## src/rtl/sbp_pkg.sv

```systemverilog
// Package sbp_pkg
// Shared encoding of the prediction rule select.
// The numeric codes are fixed because configuration logic drives them directly.
package sbp_pkg;
    typedef enum logic [1:0] {
        POL_NEVER     = 2'b00,
        POL_ALWAYS    = 2'b01,
        POL_DIRECTION = 2'b10,
        POL_HINT      = 2'b11
    } policy_e;
endpackage

```

## src/rtl/sbp_policy.sv

```systemverilog
// Module sbp_policy
// Purely combinational: turns the selected static rule, the branch offset and
// the hint bit into a single taken guess.
// Assumes the offset is two's complement. Zero counts as forward.
module sbp_policy
    import sbp_pkg::*;
#(
    parameter int OFS_W = 16
) (
    input  policy_e          sel,
    input  logic [OFS_W-1:0] offset,
    input  logic             hint,
    output logic             guess
);
    logic backward;

    // Backward branch detection from the signed offset.
    always_comb backward = ($signed(offset) < 0);

    // Rule multiplexer.
    always_comb begin
        case (sel)
            POL_NEVER:     guess = 1'b0;
            POL_ALWAYS:    guess = 1'b1;
            POL_DIRECTION: guess = backward;
            POL_HINT:      guess = hint;
            default:       guess = 1'b0;
        endcase
    end
endmodule

```

## src/rtl/sbp_sat_counter.sv

```systemverilog
// Module sbp_sat_counter
// Up counter that stops at all-ones and clears on synchronous active-low reset.
// Assumes the increment request lasts one cycle per event.
module sbp_sat_counter #(
    parameter int W = 8
) (
    input  logic         clk,
    input  logic         rst_n,
    input  logic         inc,
    output logic [W-1:0] count
);
    localparam logic [W-1:0] MAX = {W{1'b1}};

    // Counter register with saturation.
    always_ff @(posedge clk) begin
        if (!rst_n)
            count <= '0;
        else if (inc && count != MAX)
            count <= count + 1'b1;
    end

    // a full counter never wraps.
    assert_sat_hold_R9: assert property (@(posedge clk) disable iff (!rst_n)
        (count == MAX) |=> (count == MAX));

    // each accepted request adds exactly one.
    assert_count_step_R7: assert property (@(posedge clk) disable iff (!rst_n)
        (inc && count != MAX) |=> (count == $past(count) + 1'b1));

    // no request, no change.
    assert_count_idle_R10: assert property (@(posedge clk) disable iff (!rst_n)
        !inc |=> $stable(count));
endmodule

```

## src/rtl/sbp_tally.sv

```systemverilog
// Module sbp_tally
// Scores resolved branches: one saturating counter for agreements and one for
// disagreements between the issued guess and the actual outcome.
// Assumes each resolved branch is presented for exactly one cycle.
module sbp_tally #(
    parameter int W = 8
) (
    input  logic         clk,
    input  logic         rst_n,
    input  logic         res_valid,
    input  logic         res_taken,
    input  logic         res_guess,
    output logic [W-1:0] hit_count,
    output logic [W-1:0] miss_count
);
    localparam int NCNT = 2;
    localparam logic [W-1:0] MAX = {W{1'b1}};

    logic [NCNT-1:0] inc;
    logic [W-1:0]    cnt [NCNT];

    // Sort each resolve event: index 0 counts agreements, index 1 counts disagreements.
    always_comb begin
        inc[0] = res_valid && (res_taken == res_guess);
        inc[1] = res_valid && (res_taken != res_guess);
    end

    for (genvar i = 0; i < NCNT; i++) begin : g_cnt
        sbp_sat_counter #(.W(W)) u_cnt (
            .clk   (clk),
            .rst_n (rst_n),
            .inc   (inc[i]),
            .count (cnt[i])
        );
    end

    assign hit_count  = cnt[0];
    assign miss_count = cnt[1];

    // an agreement raises hits (or leaves them saturated) and never touches misses.
    assert_hit_only_R7: assert property (@(posedge clk) disable iff (!rst_n)
        (res_valid && res_taken == res_guess) |=>
        ($stable(miss_count) &&
         (hit_count == $past(hit_count) + 1'b1 || $past(hit_count) == MAX)));

    // a disagreement raises misses (or leaves them saturated) and never touches hits.
    assert_miss_only_R8: assert property (@(posedge clk) disable iff (!rst_n)
        (res_valid && res_taken != res_guess) |=>
        ($stable(hit_count) &&
         (miss_count == $past(miss_count) + 1'b1 || $past(miss_count) == MAX)));

    // with no resolve strobe, both counters hold.
    assert_tally_idle_R10: assert property (@(posedge clk) disable iff (!rst_n)
        !res_valid |=> ($stable(hit_count) && $stable(miss_count)));
endmodule

```

## src/rtl/static_branch_predictor.sv

```systemverilog
// Module static_branch_predictor
// Top level. Registers a static taken guess one cycle after each branch
// strobe and scores resolved branches in two saturating counters.
// Assumes synchronous active-low reset and a single clock domain.
module static_branch_predictor
    import sbp_pkg::*;
#(
    parameter int OFS_W = 16,
    parameter int CNT_W = 8
) (
    input  logic             clk,
    input  logic             rst_n,
    input  logic             br_valid,
    input  logic [OFS_W-1:0] br_offset,
    input  logic             br_hint,
    input  logic [1:0]       policy,
    output logic             pred_taken,
    output logic             pred_valid,
    input  logic             res_valid,
    input  logic             res_taken,
    input  logic             res_guess,
    output logic [CNT_W-1:0] hit_count,
    output logic [CNT_W-1:0] miss_count
);
    policy_e sel;
    logic    guess;

    // Map the raw select onto the rule encoding.
    always_comb sel = policy_e'(policy);

    sbp_policy #(.OFS_W(OFS_W)) u_policy (
        .sel    (sel),
        .offset (br_offset),
        .hint   (br_hint),
        .guess  (guess)
    );

    // Output register: load the guess on a branch, otherwise hold it.
    always_ff @(posedge clk) begin
        if (!rst_n) begin
            pred_taken <= 1'b0;
            pred_valid <= 1'b0;
        end else begin
            pred_valid <= br_valid;
            if (br_valid)
                pred_taken <= guess;
        end
    end

    sbp_tally #(.W(CNT_W)) u_tally (
        .clk        (clk),
        .rst_n      (rst_n),
        .res_valid  (res_valid),
        .res_taken  (res_taken),
        .res_guess  (res_guess),
        .hit_count  (hit_count),
        .miss_count (miss_count)
    );

    // the valid flag follows the strobe by one cycle.
    assert_valid_lag_R2: assert property (@(posedge clk) disable iff (!rst_n)
        br_valid |=> pred_valid);
    assert_valid_low_R2: assert property (@(posedge clk) disable iff (!rst_n)
        !br_valid |=> (!pred_valid && $stable(pred_taken)));

    // never-taken rule.
    assert_never_R3: assert property (@(posedge clk) disable iff (!rst_n)
        (br_valid && policy == 2'b00) |=> !pred_taken);

    // always-taken rule.
    assert_always_R4: assert property (@(posedge clk) disable iff (!rst_n)
        (br_valid && policy == 2'b01) |=> pred_taken);

    // direction rule follows the offset sign bit.
    assert_direction_R5: assert property (@(posedge clk) disable iff (!rst_n)
        (br_valid && policy == 2'b10) |=> (pred_taken == $past(br_offset[OFS_W-1])));

    // hint rule copies the hint bit.
    assert_hint_R6: assert property (@(posedge clk) disable iff (!rst_n)
        (br_valid && policy == 2'b11) |=> (pred_taken == $past(br_hint)));
endmodule

```

## config.mk

```make
export PLATFORM = sky130hd
export DESIGN_NAME = static_branch_predictor
export DESIGN_NICKNAME = d
export VERILOG_FILES = /design/src/rtl/sbp_pkg.sv /design/src/rtl/sbp_policy.sv /design/src/rtl/sbp_sat_counter.sv /design/src/rtl/sbp_tally.sv /design/src/rtl/static_branch_predictor.sv
export SDC_FILE = /design/constraint.sdc
export NUM_CORES = 1
export LEC_CHECK = 0
export ABC_CLOCK_PERIOD_IN_PS = 1500
export BUFFER_PORTS_ARGS = -buffer_cell sky130_fd_sc_hd__buf_2
export CORE_ASPECT_RATIO = 1.75
export CORE_MARGIN = 5
export CORE_UTILIZATION = 30
export DETAILED_ROUTE_END_ITERATION = 16
export PLACE_DENSITY = 0.58
export SLEW_MARGIN = 20
export SYNTH_ARGS = -nofsm -noshare
export SYNTH_HDL_FRONTEND = slang
export SYNTH_HIERARCHICAL = 1
export SYNTH_SLANG_ARGS = --single-unit
```

## constraint.sdc

```tcl
create_clock -name clk -period 1.5 [get_ports clk]
set_clock_uncertainty 0.05 [all_clocks]
set_input_delay 0.075 -clock clk [delete_from_list [all_inputs] [get_ports clk]]
set_output_delay 0.075 -clock clk [all_outputs]
set_load 0.02 [all_outputs]
```

* Word level (Yosys, flattened, before mapping)
Index checks and enable logic that the tools add are counted.
Storage, ports and cells: logic and storage cells 20, input bits 25, output and inout port bits 18, register bits 18
Operators by class: muxes and demuxes 1, equality and inequality tests 7, $lt $le $gt $ge 1, reductions and logical operators 5, add/sub/neg operators 2
Operators by type and width (number):
- 8-bit by 1-bit adder with 8-bit output (second input constant) | 2
- 16-bit by 1-bit < comparator with 1-bit output (second input constant) | 1
- 8-bit != test (second input constant) | 2
- 2-bit equality test (second input constant) | 2
- 1-bit logical AND | 4
- 1-bit case mux with 4 select lines | 1
- 2-bit by 1-bit equality test with 1-bit output (second input constant) | 1
- 2-bit logical NOT | 1
- 1-bit equality test | 1
- 1-bit != test | 1

* Depth between registers and ports, before layout
word-level depth 3, mapped depth 5, gate-level depth less buffers 5

* By module
Netlist, hierarchy kept.
By module, submodules not included:
- sbp_sat_counter | sequential area each 160.2 um2, cells each 47, times used 2, area an instance 404.1 um2
- static_branch_predictor | sequential area each 40.0 um2, cells each 5, times used 1, area an instance 63.8 um2
- sbp_tally | sequential area each 0.0 um2, cells each 4, times used 1, area an instance 22.5 um2
- sbp_policy | sequential area each 0.0 um2, cells each 3, times used 1, area an instance 15.0 um2

* Worst setup path after synthesis
No wires, ideal clock.
kind reg2reg, start point register u_tally.g_cnt[0].u_cnt.count[0], end point register u_tally.g_cnt[0].u_cnt.count[6], data required time 1.335 ns, stages on the path, launching flop included 5, period minus slack after synthesis 1.565 ns, setup slack -0.065 ns, data arrival time 1.399 ns, cells stage by stage dfxtp_1 > ha_1 > nand3_1 > or4_1 > and3_1
Between the ends: longest elaborated chain between the ends 2, elaborated cells between the ends (all ways) 3
RTL lines:
- start, declared | line sbp_sat_counter.sv:10 | output logic [W-1:0] count
- start signal, assigned | line sbp_sat_counter.sv:19 | count <= count + 1'b1;
- branches (longest 2 deep; another with 8-bit by 1-bit adder with 8-bit output)
Several ways; the timed one is not identified. A chain may end at the register's enable or synchronous reset.

* Worst setup path after layout
Ends and elaborated chain as after synthesis.

==> run summary <==
The number of slew-limit violations in the final report came out at 0. The number of vias per cell came out at 5.48. The worst setup path is of the flop to flop kind. The root buffer selected by CTS is sky130_fd_sc_hd__clkbuf_8. The number of nets in the final layout is 173.

The total negative slack is 0 ns. The count of cell types in the netlist came out at 27. The overall routed net length is 2.24 mm. The detailed router finished its first iteration with 14 violations. The height of the chip came out at 82.8 um. The first detailed-routing pass took 4 iterations. Data on the critical path is required at its endpoint by 1.60 ns. The slew of the pin with the lowest slew margin is 0.300 ns.

The region available for standard cell placement spans 2930 sq um. The horizontal die dimension came out at 51.6 um. The final count of hold timing violations is 0. Of the total power, combinational logic draws 0.122.

Hold timing on the final database bottoms out at a slack of 0.00911 ns. For this run, the slowest stage of the critical path takes 0.40 ns. Of the cells placed in the final design, the portion with a size suffix greater than 1 is 0.354. The share of total power dissipated in sequential elements is 0.526. After synthesis, the mean cell area works out to 8.58 sq um. The minimum clock period came out at 1.41 ns. The number of top-level pins came out at 43. The maximum vdd ir drop came out at 0.000408 V. The tool flagged a number of max-cap violations equal to 0. The number of clock buffers added by TritonCTS is 3.

The maximum count of clock buffers along a single path came out at 2. The flip-flop and latch count after synthesis is 18. The via count of the first global-routing pass came out at 925. In the global route stage, overall resource usage came out at 0.112. The HPWL after detailed placement is 1.77 mm. The final estimated routing congestion in global placement came out at 0.824. The switching share of power is 0.241. The portion of the clock cycle consumed by the worst path in the final layout is 0.940. 0 antenna diodes ended up in the layout. The area enclosed by the die boundary is 4280 sq um. The remaining design rule violation count came out at 0. The clock network fraction of total power is 0.352. STA classifies the critical path endpoint as a flop. In this run the worst hold path is classified as input pin to flop. The cell count after synthesis came out at 106. The first global-routing pass estimated 3.80 mm of wire. The signal on the critical path passes through ha_2 -> nand3_1 -> or4_1 -> and3_1. The overall via count from detail_route is 943. Clock latency on the worst-skew pair, taken at its later pin, is 0.25 ns. For this design, the slowest cell found on the critical path is sky130_fd_sc_hd__or4_1. The worst slew slack as a fraction of its limit came out at 0.800. The remaining antenna violation count is 0. For this run the aggregate overflow at the end of global routing stands at 0.

Dividing the detail-routed wire length by the instance count gives 13.0 um. The Yosys warning count came out at 6. The H-tree depth came out at 1. The net switching power is 0.229 mW. Setup repair after global routing left no endpoint under its margin. For this run, the register share of the synthesized area comes to 0.396. The maximum number of pins on one net before global-route repair is 19. The number of antenna violations at the first check in global routing is 0.

The post-CTS setup-driven buffer insertion count is 0. Once placement completed, the tool counted placed cells totaling 169. The largest fanout on the critical path is 5. The post-synthesis net count came out at 133. The layout overhead on the synthesized area came out at 32.6%. The number of core rows is 26. The total of buffers placed on input and output ports is 27. The initial utilization of the core area, before any placement, comes to 0.311.

The fmax came out at 709 MHz. The number of clock sinks seen by CTS came out at 18. The mapped cell area came out at 910 sq um.

The worst endpoint data arrival time is 1.51 ns. The clock-pin slew on the worst setup and hold paths is 0.07 ns. The total setup violations reported at the end of the flow is 0. For this design the static power due to leakage is 0.540 nW.

The clock tree from TritonCTS is yes. The power density relative to cell area came out at 790 nW/um^2. The flow ran to the end, and the final reports show no timing, DRC or antenna violations.

The number of non-filler instances in the completed layout is 172. The worst setup path is launched from a flop. Internal power comes to 0.723 mW.
-- logic make-up after synthesis --
kind of cell,after synthesis,share of synthesized area
and+or+nand+nor,42,0.257
AOI/OAI and AO/OA,30,0.219
DFF,18,0.396
buffers and inverters,8,0.0358
muxes,5,0.0550
adders and majority gates,2,0.0275
xor gates and xnor gates,1,0.00963
-- registers in the layout, summed over array words and instances (netlist names) --
name                       count
u_tally/g_cnt.u_cnt/count     16
pred_taken                     1
pred_valid                     1
-- layout by cell type, fill, tap and decap left out, types with 4 or more instances in the layout --
| cell | netlist | final |
|---|---|---|
| sky130_fd_sc_hd__a211oi_1 | 4 | 4 |
| sky130_fd_sc_hd__a21oi_1 | 11 | 11 |
| sky130_fd_sc_hd__and3_1 | 4 | 4 |
| sky130_fd_sc_hd__buf_2 | 2 | 27 |
| sky130_fd_sc_hd__buf_4 | 0 | 10 |
| sky130_fd_sc_hd__dfxtp_1 | 18 | 14 |
| sky130_fd_sc_hd__dfxtp_2 | 0 | 4 |
| sky130_fd_sc_hd__inv_1 | 6 | 6 |
| sky130_fd_sc_hd__mux2i_1 | 5 | 5 |
| sky130_fd_sc_hd__nand2_1 | 12 | 12 |
| sky130_fd_sc_hd__nand3_1 | 4 | 4 |
| sky130_fd_sc_hd__nand4_1 | 4 | 4 |
| sky130_fd_sc_hd__nor3_1 | 6 | 6 |
| sky130_fd_sc_hd__o21bai_1 | 4 | 4 |
-- power groups by stage --
stage	logic [mW]	clock network, mW	registers, mW
after floorplan	0.0430	0	0.527
after global placement	0.112	0	0.509
after detailed placement	0.115	0	0.510
after CTS	0.115	0.350	0.499
after global routing	0.129	0.376	0.504
final	0.116	0.335	0.502
-- layer usage --
metal	up-vias	routed length, um	global-route usage	part of all wire
li1	473	-	-	-
met1	441	879	0.120	0.39
met2	24	1190	0.201	0.53
met3	5	110	0.0161	0.049
met4	0	52	0.0573	0.023
met5	-	0	0	0
-- Yosys cell counts --
master	instances	area, sq um
sky130_fd_sc_hd__xor2_1	1	8.76
sky130_fd_sc_hd__nor3_1	6	30.0
sky130_fd_sc_hd__a211oi_1	4	30.0
sky130_fd_sc_hd__a21boi_0	2	15.0
sky130_fd_sc_hd__and4_2	2	20.0
sky130_fd_sc_hd__or4_1	2	15.0
sky130_fd_sc_hd__and2_2	1	7.51
sky130_fd_sc_hd__and2_1	1	6.26
sky130_fd_sc_hd__nand4_1	4	25.0
sky130_fd_sc_hd__dfxtp_1	18	360
sky130_fd_sc_hd__a31oi_1	3	18.8
sky130_fd_sc_hd__o21ai_0	2	10.0
sky130_fd_sc_hd__a311oi_1	2	17.5
sky130_fd_sc_hd__nand2b_1	2	12.5
sky130_fd_sc_hd__inv_1	6	22.5
sky130_fd_sc_hd__nand2_1	12	45.0
sky130_fd_sc_hd__ha_1	2	25.0
sky130_fd_sc_hd__a21boi_2	2	22.5
sky130_fd_sc_hd__nor2b_1	1	6.26
sky130_fd_sc_hd__and3_1	4	25.0
sky130_fd_sc_hd__a21oi_1	11	55.1
sky130_fd_sc_hd__nor2_1	1	3.75
sky130_fd_sc_hd__buf_2	2	10.0
sky130_fd_sc_hd__o21bai_1	4	30.0
sky130_fd_sc_hd__and4_1	2	17.5
sky130_fd_sc_hd__nand3_1	4	20.0
sky130_fd_sc_hd__mux2i_1	5	50.1
-- critical path: cells and delay by family, from the launching register on --
kind / cells / cell delay [ns]
AND/OR/NAND/NOR: 3 / 0.70
flip-flops: 1 / 0.33
adder cells (fa/ha/maj): 1 / 0.22
-- timing repair --
item	4_1_cts	5_1_grt
resized for setup	0	3
hold buffers	0	0
setup endpoints to repair	0	2
-- final timing paths --
kind	from	to	slack, ns	cells past startpoint
min reg2reg	u_tally/g_cnt[1].u_cnt/count[4]$_SDFFE_PN0P_	u_tally/g_cnt[1].u_cnt/count[4]$_SDFFE_PN0P_	0.45	2
max	u_tally/g_cnt[0].u_cnt/count[0]$_SDFFE_PN0P_	u_tally/g_cnt[0].u_cnt/count[6]$_SDFFE_PN0P_	0.09	4
max reg2reg	u_tally/g_cnt[0].u_cnt/count[0]$_SDFFE_PN0P_	u_tally/g_cnt[0].u_cnt/count[6]$_SDFFE_PN0P_	0.09	4
min	br_valid	pred_valid$_SDFF_PN0_	0.009	2
-- through the flow --
stage,power (mW),cell area [sq um],setup slack [ns],util
6_report,0.953,1210,0.0896,0.412
3_5_place_dp,0.625,1150,0.0374,0.393
3_3_place_gp,0.622,1150,0.0514,0.393
5_1_grt,1.01,1210,0.00875,0.412
2_1_floorplan,0.570,915,0.0437,-
4_1_cts,0.965,1190,0.0238,0.407
-- area by class of cell --
cell class	instances	area (sq um)
Clock buffer	3	41.3
Tap cell	28	35.0
Sequential cell	18	365
Inverter	6	22.5
Timing Repair Buffer	37	210
Multi-Input combinational cell	80	532
Fill cell	321	1720
(Power assumes the default switching activity.)
